===== src/rtl/wdog_pkg.sv =====
package wdog_pkg;

  localparam logic [31:0] ARM_KEY  = 32'h0000_5AA5;
  localparam logic [31:0] KICK_KEY = 32'h0000_CAFE;

  localparam logic [7:0] OFS_CTRL = 8'h10;
  localparam logic [7:0] OFS_KICK = 8'h14;
  localparam logic [7:0] OFS_ARM  = 8'h18;
  localparam logic [7:0] OFS_STAT = 8'h1C;

  typedef enum logic {ST_WARN, ST_GRACE} stage_e;

  typedef struct packed {
    logic [2:0] grace_sel;
    logic [3:0] warn_sel;
    logic       arm_rst;
    logic       bus_clk;
    logic       run;
  } ctrl_t;

  // exponent of the warning window for a select code
  function automatic logic [4:0] warn_exp(input logic [3:0] code);
    case (code)
      4'd0:  return 5'd6;
      4'd1:  return 5'd8;
      4'd2:  return 5'd10;
      4'd3:  return 5'd11;
      4'd4:  return 5'd12;
      4'd5:  return 5'd13;
      4'd6:  return 5'd14;
      4'd7:  return 5'd15;
      default: return 5'(5'd17 + 5'({code - 4'd8, 1'b0}));
    endcase
  endfunction

  function automatic logic [4:0] grace_exp(input logic [2:0] code);
    return 5'(code) + 5'd7;
  endfunction

endpackage


===== src/rtl/wdog_regs.sv =====
module wdog_regs
  import wdog_pkg::*;
#(
  parameter int ADDR_W    = 5,
  parameter bit WIDE_WARN = 1'b1
) (
  input  logic              clk,
  input  logic              rst,
  input  logic              psel,
  input  logic              penable,
  input  logic              pwrite,
  input  logic [ADDR_W-1:0] paddr,
  input  logic [31:0]       pwdata,
  input  logic              expire_i,
  output ctrl_t             ctrl_o,
  output logic              kick_o,
  output logic              irq_o,
  output logic [31:0]       prdata
);

  logic  acc_wr, setup_rd, armed;
  logic  hit_ctrl, hit_kick, hit_arm, hit_stat;
  ctrl_t ctrl_q;
  logic  flag_q;

  assign acc_wr   = psel && penable && pwrite;
  assign setup_rd = psel && !penable && !pwrite;
  assign hit_ctrl = (paddr == OFS_CTRL[ADDR_W-1:0]);
  assign hit_kick = (paddr == OFS_KICK[ADDR_W-1:0]);
  assign hit_arm  = (paddr == OFS_ARM[ADDR_W-1:0]);
  assign hit_stat = (paddr == OFS_STAT[ADDR_W-1:0]);

  // restart is seen by the counter on the access edge itself
  assign kick_o = acc_wr && armed && hit_kick && (pwdata == KICK_KEY);

  always_ff @(posedge clk) begin
    if (rst) begin
      armed  <= 1'b0;
      ctrl_q <= '0;
      flag_q <= 1'b0;
      prdata <= '0;
    end else begin
      if (acc_wr) armed <= hit_arm && (pwdata == ARM_KEY);
      if (acc_wr && armed && hit_ctrl) begin
        ctrl_q.grace_sel <= pwdata[10:8];
        ctrl_q.warn_sel  <= WIDE_WARN ? pwdata[7:4] : {1'b0, pwdata[6:4]};
        ctrl_q.arm_rst   <= pwdata[3];
        ctrl_q.bus_clk   <= pwdata[1];
        ctrl_q.run       <= pwdata[0];
      end
      if (expire_i) flag_q <= 1'b1;
      else if (acc_wr && hit_stat && pwdata[1]) flag_q <= 1'b0;
      if (setup_rd) begin
        if (hit_ctrl)
          prdata <= {21'd0, ctrl_q.grace_sel, ctrl_q.warn_sel, ctrl_q.arm_rst,
                     1'b0, ctrl_q.bus_clk, ctrl_q.run};
        else if (hit_stat) prdata <= {30'd0, flag_q, 1'b0};
        else prdata <= '0;
      end
    end
  end

  assign ctrl_o = ctrl_q;
  assign irq_o  = flag_q;

  a_r3_locked_ctrl: assert property (@(posedge clk) disable iff (rst)
    (acc_wr && !armed && hit_ctrl) |=> (ctrl_q == $past(ctrl_q)));
  a_r7_flag_follows: assert property (@(posedge clk) disable iff (rst)
    expire_i |=> irq_o);
  a_r11_narrow_top: assert property (@(posedge clk) disable iff (rst)
    !WIDE_WARN |-> !ctrl_q.warn_sel[3]);

endmodule


===== src/rtl/wdog_count.sv =====
module wdog_count
  import wdog_pkg::*;
#(
  parameter int CNT_W = 32
) (
  input  logic  clk,
  input  logic  rst,
  input  ctrl_t ctrl_i,
  input  logic  tick_i,
  input  logic  kick_i,
  output logic  expire_o,
  output logic  rst_req_o
);

  stage_e           stage;
  logic [CNT_W-1:0] cnt, warn_last, grace_last;
  logic             step, at_end;
  logic [63:0]      one;

  assign one        = 64'd1;
  assign warn_last  = CNT_W'((one << warn_exp(ctrl_i.warn_sel)) - 64'd1);
  assign grace_last = CNT_W'((one << grace_exp(ctrl_i.grace_sel)) - 64'd1);
  assign step       = ctrl_i.bus_clk ? 1'b1 : tick_i;
  assign at_end     = (stage == ST_WARN) ? (cnt == warn_last) : (cnt == grace_last);

  always_ff @(posedge clk) begin
    expire_o  <= 1'b0;
    rst_req_o <= 1'b0;
    if (rst || !ctrl_i.run || kick_i) begin
      cnt   <= '0;
      stage <= ST_WARN;
    end else if (step) begin
      if (at_end) begin
        cnt <= '0;
        if (stage == ST_WARN) begin
          stage    <= ST_GRACE;
          expire_o <= 1'b1;
        end else begin
          stage     <= ST_WARN;
          rst_req_o <= ctrl_i.arm_rst;
        end
      end else begin
        cnt <= cnt + {{(CNT_W-1){1'b0}}, 1'b1};
      end
    end
  end

  a_r6_single_pulse: assert property (@(posedge clk) disable iff (rst)
    rst_req_o |=> !rst_req_o);
  a_r8_reset_gated: assert property (@(posedge clk) disable iff (rst)
    rst_req_o |-> $past(ctrl_i.run && ctrl_i.arm_rst));
  a_r10_idle_clear: assert property (@(posedge clk) disable iff (rst)
    !ctrl_i.run |=> (cnt == '0) && (stage == ST_WARN));
  a_r9_no_tick_hold: assert property (@(posedge clk) disable iff (rst)
    (ctrl_i.run && !ctrl_i.bus_clk && !tick_i && !kick_i) |=> $stable(cnt));

endmodule


===== src/rtl/wdog_two_stage.sv =====
module wdog_two_stage
  import wdog_pkg::*;
#(
  parameter int ADDR_W    = 5,
  parameter bit WIDE_WARN = 1'b1,
  parameter int CNT_W     = 32   // must hold 2^31 for the longest window
) (
  input  logic              clk,
  input  logic              rst,
  input  logic              tick_in,
  input  logic              psel,
  input  logic              penable,
  input  logic              pwrite,
  input  logic [ADDR_W-1:0] paddr,
  input  logic [31:0]       pwdata,
  output logic [31:0]       prdata,
  output logic              irq_o,
  output logic              rst_req_o
);

  ctrl_t ctrl;
  logic  kick, expire;

  wdog_regs #(.ADDR_W(ADDR_W), .WIDE_WARN(WIDE_WARN)) u_regs (
    .clk(clk), .rst(rst), .psel(psel), .penable(penable), .pwrite(pwrite),
    .paddr(paddr), .pwdata(pwdata), .expire_i(expire), .ctrl_o(ctrl),
    .kick_o(kick), .irq_o(irq_o), .prdata(prdata)
  );

  wdog_count #(.CNT_W(CNT_W)) u_count (
    .clk(clk), .rst(rst), .ctrl_i(ctrl), .tick_i(tick_in), .kick_i(kick),
    .expire_o(expire), .rst_req_o(rst_req_o)
  );

endmodule


===== config.mk =====
export PLATFORM = sky130hd
export DESIGN_NAME = wdog_two_stage
export DESIGN_NICKNAME = d
export VERILOG_FILES = /design/src/rtl/wdog_pkg.sv /design/src/rtl/wdog_regs.sv /design/src/rtl/wdog_count.sv /design/src/rtl/wdog_two_stage.sv
export SDC_FILE = /design/constraint.sdc
export NUM_CORES = 1
export LEC_CHECK = 0
export CORE_MARGIN = 3
export CORE_UTILIZATION = 50
export DETAILED_ROUTE_END_ITERATION = 10
export PLACE_DENSITY_LB_ADDON = 0.05
export SKIP_LAST_GASP = 1
export SLEW_MARGIN = 20
export SYNTH_ARGS = -nofsm -noshare
export SYNTH_HDL_FRONTEND = slang
export SYNTH_HIERARCHICAL = 1
export SYNTH_SLANG_ARGS = --single-unit

===== constraint.sdc =====
create_clock -name clk -period 9.6 [get_ports clk]
set_clock_uncertainty 0.1 [all_clocks]
set_input_delay 1.92 -clock clk [delete_from_list [all_inputs] [get_ports clk]]
set_output_delay 1.92 -clock clk [all_outputs]
set_load 0.005 [all_outputs]

==> results of run 1 <==
power groups by stage:
stage               Clock, mW  Sequential, mW  Combinational, mW
floorplan                   0           0.242             0.0174
global placement            0           0.242             0.0321
detailed placement          0           0.242             0.0325
CTS                     0.230           0.237             0.0325
global route            0.239           0.237             0.0357
finish                  0.223           0.237             0.0329
synth_stat cells (4+ instances only):
master	n
o21ai_0	14
xor2_1	22
clkbuf_1	20
nor3_2	31
dfxtp_1	57
and3_1	7
nor2b_1	5
buf_4	22
buf_6	7
nand2_1	44
nor4_1	9
nor3_1	18
mux2i_1	12
nand3_1	34
buf_2	7
nand2b_1	4
o211ai_1	10
xnor2_1	21
nor4bb_1	5
a21o_1	4
o22ai_1	8
a21oi_1	19
nand4_1	15
inv_1	10
and4_1	6
nor2_1	36
o21ai_1	5
state kept, by name, indices dropped and copies added (netlist names):
| register | cells |
|---|---|
| u_count/cnt | 32 |
| u_regs/ctrl_o | 10 |
| u_count/rst_req_o | 1 |
| u_regs/irq_o | 1 |
| u_count/expire_o | 1 |
| u_regs/prdata | 10 |
| u_regs/armed | 1 |
| u_count/stage | 1 |
cells in the final DEF (no fill, tap or decap), types with 6 or more instances in the layout:
master and n:
inv_1 10, conb_1 23, clkbuf_8 9, nor3_1 18, nand4_1 15, clkdlybuf4s50_1 54
nand2_1 44, o21ai_0 14, and4_1 6, nor3_2 31, a21oi_1 19, dfxtp_1 57
xor2_1 22, nor4_1 9, nor2_1 36, xnor2_1 21, o211ai_1 10, nand3_1 34
o22ai_1 8, and3_1 7, mux2i_1 12
cell families (layout without fill, tap and decap cells):
logic type                 count (synthesis)  in the layout  synth area share
and+or+nand+nor                          243            243             0.338
other                                      2             23           0.00170
AOI/OAI and AO/OA                        110            110             0.188
adders and majority gates                  3              3           0.00848
buffers and inverters                     69             83            0.0921
DFF                                       57             57             0.258
muxes                                     13             13            0.0297
xor gates and xnor gates                  43             43            0.0851
metal layers:
metal	share of wire	track usage	up-vias	wire, µm
li1	-	-	2008	-
met3	0.078	0.0577	33	1030
met4	0.026	0.0974	0	347
met1	0.45	0.395	2012	5940
met2	0.45	0.401	195	5890
met5	0	0	-	0
metrics by stage:
stage / setup WS (ns) / utilization / power [mW]
final: 5.01 / 0.596 / 0.493
after global routing: 4.73 / 0.596 / 0.511
after CTS: 5.00 / 0.596 / 0.499
after detailed placement: 4.65 / 0.573 / 0.275
after global placement: 4.72 / 0.573 / 0.274
after floorplan: 5.78 / - / 0.259
area by class of cell:
| cell class | count | area, µm² |
|---|---|---|
| Clock buffer | 10 | 128 |
| Fill cell | 784 | 3400 |
| Inverter | 11 | 41.3 |
| Clock inverter | 6 | 67.6 |
| Multi-Input combinational cell | 435 | 2960 |
| Sequential cell | 57 | 1140 |
| Tap cell | 105 | 131 |
| Timing Repair Buffer | 56 | 556 |
worst register-to-register path: cells and delay by family (launching register included):
kind / cells / cell delay [ns]
flip-flops: 1 / 0.88
adder cells (fa/ha/maj): 1 / 0.34
AO/OA/AOI/OAI: 5 / 1.19
buffers and inverters: 1 / 0.49
AND/OR/NAND/NOR: 6 / 1.51
path summary, 6_finish.rpt:
path	start	endpoint	slack, ns	depth (start not counted)
worst max-delay path	paddr[1]	u_count/rst_req_o	5.01	8
worst min-delay path	u_regs/prdata[10]	u_regs/prdata[10]	0.36	2
worst max register to register	u_count/stage	u_count/rst_req_o	5.06	13
worst min register to register	u_regs/prdata[10]	u_regs/prdata[10]	0.36	2
==> impl_table.tex, run 1 <==
\begin{tabular}{lr}
\hline
Metric & Value \\
\hline
\multicolumn{2}{l}{\textbf{Outcome}} \\
\quad Status & complete, no violations \\
\multicolumn{2}{l}{\textbf{Clocking}} \\
\quad Total clock buffers created by CTS & 9 \\
\quad Count of cells resized by post-cts repair & 0 \\
\quad Cts hold-fix bufs & 0 \\
\quad TritonCTS clock tree & done \\
\quad Post-CTS setup repair buffer count & 0 \\
\quad Number of clock sinks & 57 \\
\quad Number of buffers between clock root and the deepest sink & 2 \\
\quad Maximum level of the CTS H-tree & 3 \\
\quad CTS root buffer & clkbuf\_8 \\
\quad Worst skew pair latency & 0.33 ns \\
\quad Post-CTS clock slew at the launch and capture registers of the worst setup and hold paths & 0.07 ns \\
\multicolumn{2}{l}{\textbf{Global routing}} \\
\quad Initial antenna violation count & 0 \\
\quad Global-route wire length before repair & between 20000 and 25000 µm \\
\quad Total routing usage reported by global routing & 0.273 \\
\quad Via count of the first global-routing pass & 4081 \\
\quad Grt total ovfl & 0 \\
\quad Largest net degree at the start of global routing & 35 \\
\multicolumn{2}{l}{\textbf{Floorplan}} \\
\quad Die height & around 100 µm \\
\quad Width of the chip & between 100 and 150 µm \\
\quad Die area & between 0.01 and 0.015 mm² \\
\quad Number of standard-cell rows in the floorplan & 33 \\
\quad I/O pin count & 77 \\
\quad Standard cell core area & about 0.0084 mm² \\
\quad Initial core utilization & 0.526 \\
\multicolumn{2}{l}{\textbf{STA}} \\
\quad Rel. slew slack & 0.280 \\
\quad Final hold slack & 0.357 ns \\
\quad Number of endpoints with negative hold slack in the final report & 0 \\
\quad Final total negative setup slack & 0 ns \\
\quad Unrepaired setup endpoints after global routing & no \\
\quad Slew at the pin closest to its max-slew limit & 1.08 ns \\
\quad Final Slew Violations & 0 \\
\quad Highest Clock Rate & $\sim$220 MHz \\
\quad Post-layout min period & 4.59 ns \\
\quad Crit share post-route & 0.478 \\
\quad Setup Viol. Count Final & 0 \\
\multicolumn{2}{l}{\textbf{Routing}} \\
\quad Pre-Repair DR Iteration Count & 5 \\
\quad DRC errors left & 0 \\
\quad Number of nets with antenna violations after routing & 0 \\
\quad 1st-iter DRT viols & 337 \\
\quad Drt total wl & around 13000 µm \\
\quad Post-DR wirelength/cell & just under 20 µm \\
\quad Via Count & about 4200 \\
\quad Detailed-route vias per instance & roughly 6.2 \\
\multicolumn{2}{l}{\textbf{Setup path}} \\
\quad Kind of cell with the highest combined delay on the critical path & simple AND/OR/NAND/NOR gates \\
\quad Total buffers and inverters traversed by the critical path & 2 \\
\quad Kind of end point of the critical path & register \\
\quad Category of the worst setup path launch point & input port \\
\quad Slowest cell on crit path & or3b\_2 \\
\quad Delay of the slowest cell on the worst path & roughly 0.87 ns \\
\quad Crit path max fanout & 34 \\
\quad Worst Path Arrival & between 4 and 5 ns \\
\quad Path type of the worst setup path & in2reg \\
\quad CP Data Required Time & about 9.7 ns \\
\quad Ordered cell list for the critical path & clkdlybuf4s50\_1 > nor3b\_4 > and4\_2 > nand4\_1 > nor4\_1 > or3b\_2 > inv\_1 > and4\_1 \\
\multicolumn{2}{l}{\textbf{Synthesis}} \\
\quad Area of the mapped netlist & around 0.0044 mm² \\
\quad Most used DFF post-synth & dfxtp\_1 \\
\quad Count of cell types in the netlist & 86 \\
\quad Library cell occupying the most area in the post-synthesis netlist & dfxtp\_1 \\
\quad Top area cells in the synthesized netlist & dfxtp\_1, nor3\_2, xor2\_1 \\
\quad Top cell type's share of synthesized area & 0.258 \\
\quad Number of synthesized flops with an enable pin & 0 \\
\quad Synth async-reset ratio & 0 \\
\quad Cells after synthesis & between 500 and 600 \\
\quad FF+latch count, synth & 57 \\
\quad Synthesized area divided by synthesized cell count & 8.20 µm² \\
\quad Yosys Warn Count & 6 \\
\quad Post-synthesis sequential area ratio & 0.258 \\
\multicolumn{2}{l}{\textbf{Run}} \\
\quad Max-Cap Viols & 0 \\
\multicolumn{2}{l}{\textbf{Placed design}} \\
\quad Final GP Congestion & 0.973 \\
\quad Post-place instance area & slightly below 0.005 mm² \\
\quad Number of placed instances, taps included & approximately 660 \\
\quad Hpwl dp & roughly 9900 µm \\
\quad Number of I/O port buffers & between 50 and 60 \\
\multicolumn{2}{l}{\textbf{Min path}} \\
\quad HP Class & reg2reg \\
\multicolumn{2}{l}{\textbf{Finish}} \\
\quad Area added between synthesis and finish & 13.4\% \\
\quad Non-Filler Cell Area, Final & about 0.005 mm² \\
\quad Count of inserted antenna diode cells & 0 \\
\quad Post-layout nets & about 620 \\
\quad Final non-filler cell total & 680 \\
\quad Share of post-route cells with drive strength above 1 & 0.125 \\
\multicolumn{2}{l}{\textbf{Pwr}} \\
\quad Proportion of power drawn by flip-flops and latches & 0.480 \\
\quad Proportion of power drawn by the clock network & 0.453 \\
\quad Switching pwr & 0.116 mW \\
\quad Cell area power density & 98.1 mW/mm² \\
\quad Leakage & approximately 1.7 nW \\
\quad Part of the power in combinational logic & 0.067 \\
\quad Sw Share & 0.235 \\
\quad Int Power & $\sim$0.38 mW \\
\quad Worst IR drop on VDD & just over 0.00009 V \\
\hline
\end{tabular}
Power figures use the tool's default switching activity.
==> run 2, diff against run 1 <==
==> constraint.sdc (replaced) <==
create_clock -name clk -period 4.65 [get_ports clk]
set_clock_uncertainty 0.1 [all_clocks]
set_input_delay 0.93 -clock clk [delete_from_list [all_inputs] [get_ports clk]]
set_output_delay 0.93 -clock clk [all_outputs]
set_load 0.005 [all_outputs]
==> impl_table.tex, run 2 (synthesis results as in run 1) <==
\begin{tabular}{lr}
\hline
Metric & Value \\
\hline
\multicolumn{2}{l}{\textbf{Setup path}} \\
\quad Worst reg2reg endpoint & u\_count/cnt[10] (was u\_count/rst\_req\_o) \\
\quad Start of the worst register-to-register path & u\_regs/ctrl\_o[7] (was u\_count/stage) \\
\quad Kind of end point of the critical path & register (unchanged) \\
\quad Length in cells of the worst reg-to-reg path & 15 (was 13) \\
\quad CP Data Required Time & 4.74 ns (was 9.73 ns) \\
\quad Worst Path Arrival & 4.39 ns (was 4.71 ns) \\
\quad Crit path max fanout & 30 (was 34) \\
\quad Worst R2R Setup Slack & 0.35 ns (was 5.06 ns) \\
\quad Category of the worst setup path launch point & register (was input port) \\
\quad Path type of the worst setup path & reg2reg (was in2reg) \\
\multicolumn{2}{l}{\textbf{STA}} \\
\quad Post-layout min period & approximately 4.3 ns \\
\quad Final total negative setup slack & 0 ns (unchanged) \\
\quad Crit share post-route & 0.925 \\
\quad Final worst slack & 0.351 ns (was 5.01 ns) \\
\quad Rel. slew slack & 0.500 (was 0.280) \\
\quad Final Slew Violations & 0 (unchanged) \\
\quad Number of endpoints with negative hold slack in the final report & 0 (unchanged) \\
\quad Unrepaired setup endpoints after global routing & no (unchanged) \\
\quad Setup Viol. Count Final & 0 (unchanged) \\
\quad Highest Clock Rate & roughly 230 MHz \\
\quad Slew at the pin closest to its max-slew limit & 0.749 ns (was 1.08 ns) \\
\multicolumn{2}{l}{\textbf{Finish}} \\
\quad End-of-flow core utilization & 0.607 (was 0.596) \\
\quad Number of flip-flops in the largest register & 32 (unchanged) \\
\quad Commonest non-fill, non-tap cell in the layout & dfxtp\_1 (unchanged) \\
\quad Highest-count cells in the layout ignoring fill and taps & dfxtp\_1, clkdlybuf4s50\_1, nand2\_1, nor2\_1, nand3\_1 (unchanged) \\
\quad Count of inserted antenna diode cells & 0 (unchanged) \\
\quad Area added between synthesis and finish & 15.5\% (was 13.4\%) \\
\quad Non-Filler Cell Area, Final & 0.00512 mm² (was 0.00502 mm²) \\
\quad Most flops, register & u\_count/cnt (unchanged) \\
\quad Post-layout nets & 624 (was 616) \\
\quad Fillcell total & 770 (was 784) \\
\quad Share of post-route cells with drive strength above 1 & 0.136 (was 0.125) \\
\multicolumn{2}{l}{\textbf{Pwr}} \\
\quad Power, Total & 1.07 mW (was 0.493 mW) \\
\quad Leakage & 1.72 nW (was 1.66 nW) \\
\quad Cell area power density & 209 mW/mm² (was 98.1 mW/mm²) \\
\quad Worst IR drop on VDD & 0.000190 V (was 0.0000931 V) \\
\multicolumn{2}{l}{\textbf{Global routing}} \\
\quad Total routing usage reported by global routing & 0.272 (was 0.273) \\
\quad Grt total ovfl & 0 (unchanged) \\
\quad Via count of the first global-routing pass & 4138 (was 4081) \\
\quad Largest net degree at the start of global routing & 32 (was 35) \\
\quad Initial antenna violation count & 0 (unchanged) \\
\quad Global-route wire length before repair & 21800 µm (was 21700 µm) \\
\multicolumn{2}{l}{\textbf{Clocking}} \\
\quad Count of cells resized by post-cts repair & 0 (unchanged) \\
\quad Total clock buffers created by CTS & 9 (unchanged) \\
\quad TritonCTS clock tree & done (unchanged) \\
\quad Number of clock sinks & 57 (unchanged) \\
\quad Worst skew pair latency & 0.32 ns (was 0.33 ns) \\
\quad Post-CTS setup repair buffer count & 0 (unchanged) \\
\quad Post-CTS clock slew at the launch and capture registers of the worst setup and hold paths & 0.06 ns (was 0.07 ns) \\
\quad Number of buffers between clock root and the deepest sink & 2 (unchanged) \\
\quad Maximum level of the CTS H-tree & 3 (unchanged) \\
\quad CTS root buffer & clkbuf\_8 (unchanged) \\
\quad Cts hold-fix bufs & 0 (unchanged) \\
\multicolumn{2}{l}{\textbf{Routing}} \\
\quad Detailed-route vias per instance & 6.27 (was 6.25) \\
\quad Length of routed met2 wiring & 5730 µm (was 5890 µm) \\
\quad Via Count & 4304 (was 4248) \\
\quad Post-DR wirelength/cell & 19.5 µm (was 19.4 µm) \\
\quad Uppermost routed layer & met4 (unchanged) \\
\quad Drt total wl & 13400 µm (was 13200 µm) \\
\quad DRC errors left & 0 (unchanged) \\
\quad Pre-Repair DR Iteration Count & 7 (was 5) \\
\quad Routed wl met3 & 1070 µm (was 1030 µm) \\
\quad Routed met1 length & 6220 µm (was 5940 µm) \\
\quad 1st-iter DRT viols & 293 (was 337) \\
\quad Number of nets with antenna violations after routing & 0 (unchanged) \\
\multicolumn{2}{l}{\textbf{Min path}} \\
\quad Worst Hold Endpoint & u\_regs/prdata[9] (was u\_regs/prdata[10]) \\
\quad HP Class & reg2reg (unchanged) \\
\quad Hold path startpoint & u\_regs/prdata[9] (was u\_regs/prdata[10]) \\
\quad Min-Delay Path Depth & 2 (unchanged) \\
\multicolumn{2}{l}{\textbf{Run}} \\
\quad Max-Cap Viols & 0 (unchanged) \\
\multicolumn{2}{l}{\textbf{Placed design}} \\
\quad Placement Setup Slack & 0.424 ns (was 4.65 ns) \\
\quad Hpwl dp & 10100 µm (was 9930 µm) \\
\quad Number of I/O port buffers & 54 (unchanged) \\
\quad Post-place instance area & 0.00490 mm² (was 0.00483 mm²) \\
\quad Final GP Congestion & 0.981 (was 0.973) \\
\multicolumn{2}{l}{\textbf{Floorplan}} \\
\quad I/O pin count & 77 (unchanged) \\
\quad Standard cell core area & 0.00842 mm² (unchanged) \\
\quad Initial core utilization & 0.526 (unchanged) \\
\quad Die area & 0.0100 mm² (unchanged) \\
\quad Number of standard-cell rows in the floorplan & 33 (unchanged) \\
\quad Die height & 100 µm (unchanged) \\
\quad Width of the chip & 100 µm (unchanged) \\
\multicolumn{2}{l}{\textbf{Outcome}} \\
\quad Status & complete, no violations (unchanged) \\
\hline
\end{tabular}
run 2: changes by cell type in the layout (fill, tap and decap cells not counted), sizes merged:
cell and change:
bufinv +1, clkinv -1, clkbuf +1, buf +8, inv -1, clkinvlp -2
run 2: final cells by class:
class | instances | area (µm²) | area share
clock buffers | 11 | 151 | 0.0296
clock inverters | 3 | 65.1 | 0.0127
well taps | 105 | 131 | 0.0257
multi-input cells | 435 | 2960 | 0.578
inverters | 11 | 41.3 | 0.00807
flip-flops and latches | 57 | 1140 | 0.223
repair buffers | 64 | 628 | 0.123
run 2: critical path: stages, from the launching register on:
cell       delay, ns
dfxtp_1         0.50
inv_1           0.08
ha_1            0.24
xnor2_1         0.37
and4_1          0.29
nand3_1         0.10
ha_1            0.30
xor2_1          0.18
nor4_1          0.39
o2111a_1        0.25
o2111ai_1       0.09
nor4bb_1        0.35
nand4_1         0.21
nor4_4          0.33
buf_12          0.28
nor3_2          0.07
run 2: power breakdown:
part | internal (mW) | total (mW) | switching, mW
Combinational | 0.0407 | 0.0687 | 0.0280
Clock | 0.324 | 0.511 | 0.187
Sequential | 0.489 | 0.489 | 0.000200
Total | 0.853 | 1.07 | 0.215
run 2: worst max path at each step:
| stage | startpoint | end | slack [ns] | cells past startpoint |
|---|---|---|---|---|
| floorplan | u_regs/ctrl_o[7] | u_count/cnt[0] | 0.95 | 16 |
| global placement | u_regs/ctrl_o[7] | u_count/cnt[2] | 0.55 | 15 |
| detailed placement | u_regs/ctrl_o[7] | u_count/cnt[2] | 0.42 | 15 |
| CTS | u_regs/ctrl_o[7] | u_count/cnt[10] | 0.39 | 15 |
| global route | u_regs/ctrl_o[7] | u_count/cnt[2] | 0.10 | 15 |
| finish | u_regs/ctrl_o[7] | u_count/cnt[10] | 0.35 | 15 |
run 2: routing by layer:
layer | vias to the layer above | global-route usage
li1 | 2030 | -
met1 | 2010 | 0.400
met2 | 229 | 0.400
met3 | 35 | 0.0514
met4 | 0 | 0.0912
met5 | - | 0
run 2: metrics by stage:
step                      instances  hold WS (ns)
after global placement          672         0.343
after global routing            686         0.379
after floorplan                 561         0.311
after CTS                       686         0.363
after detailed placement        672         0.347
final                           686         0.358
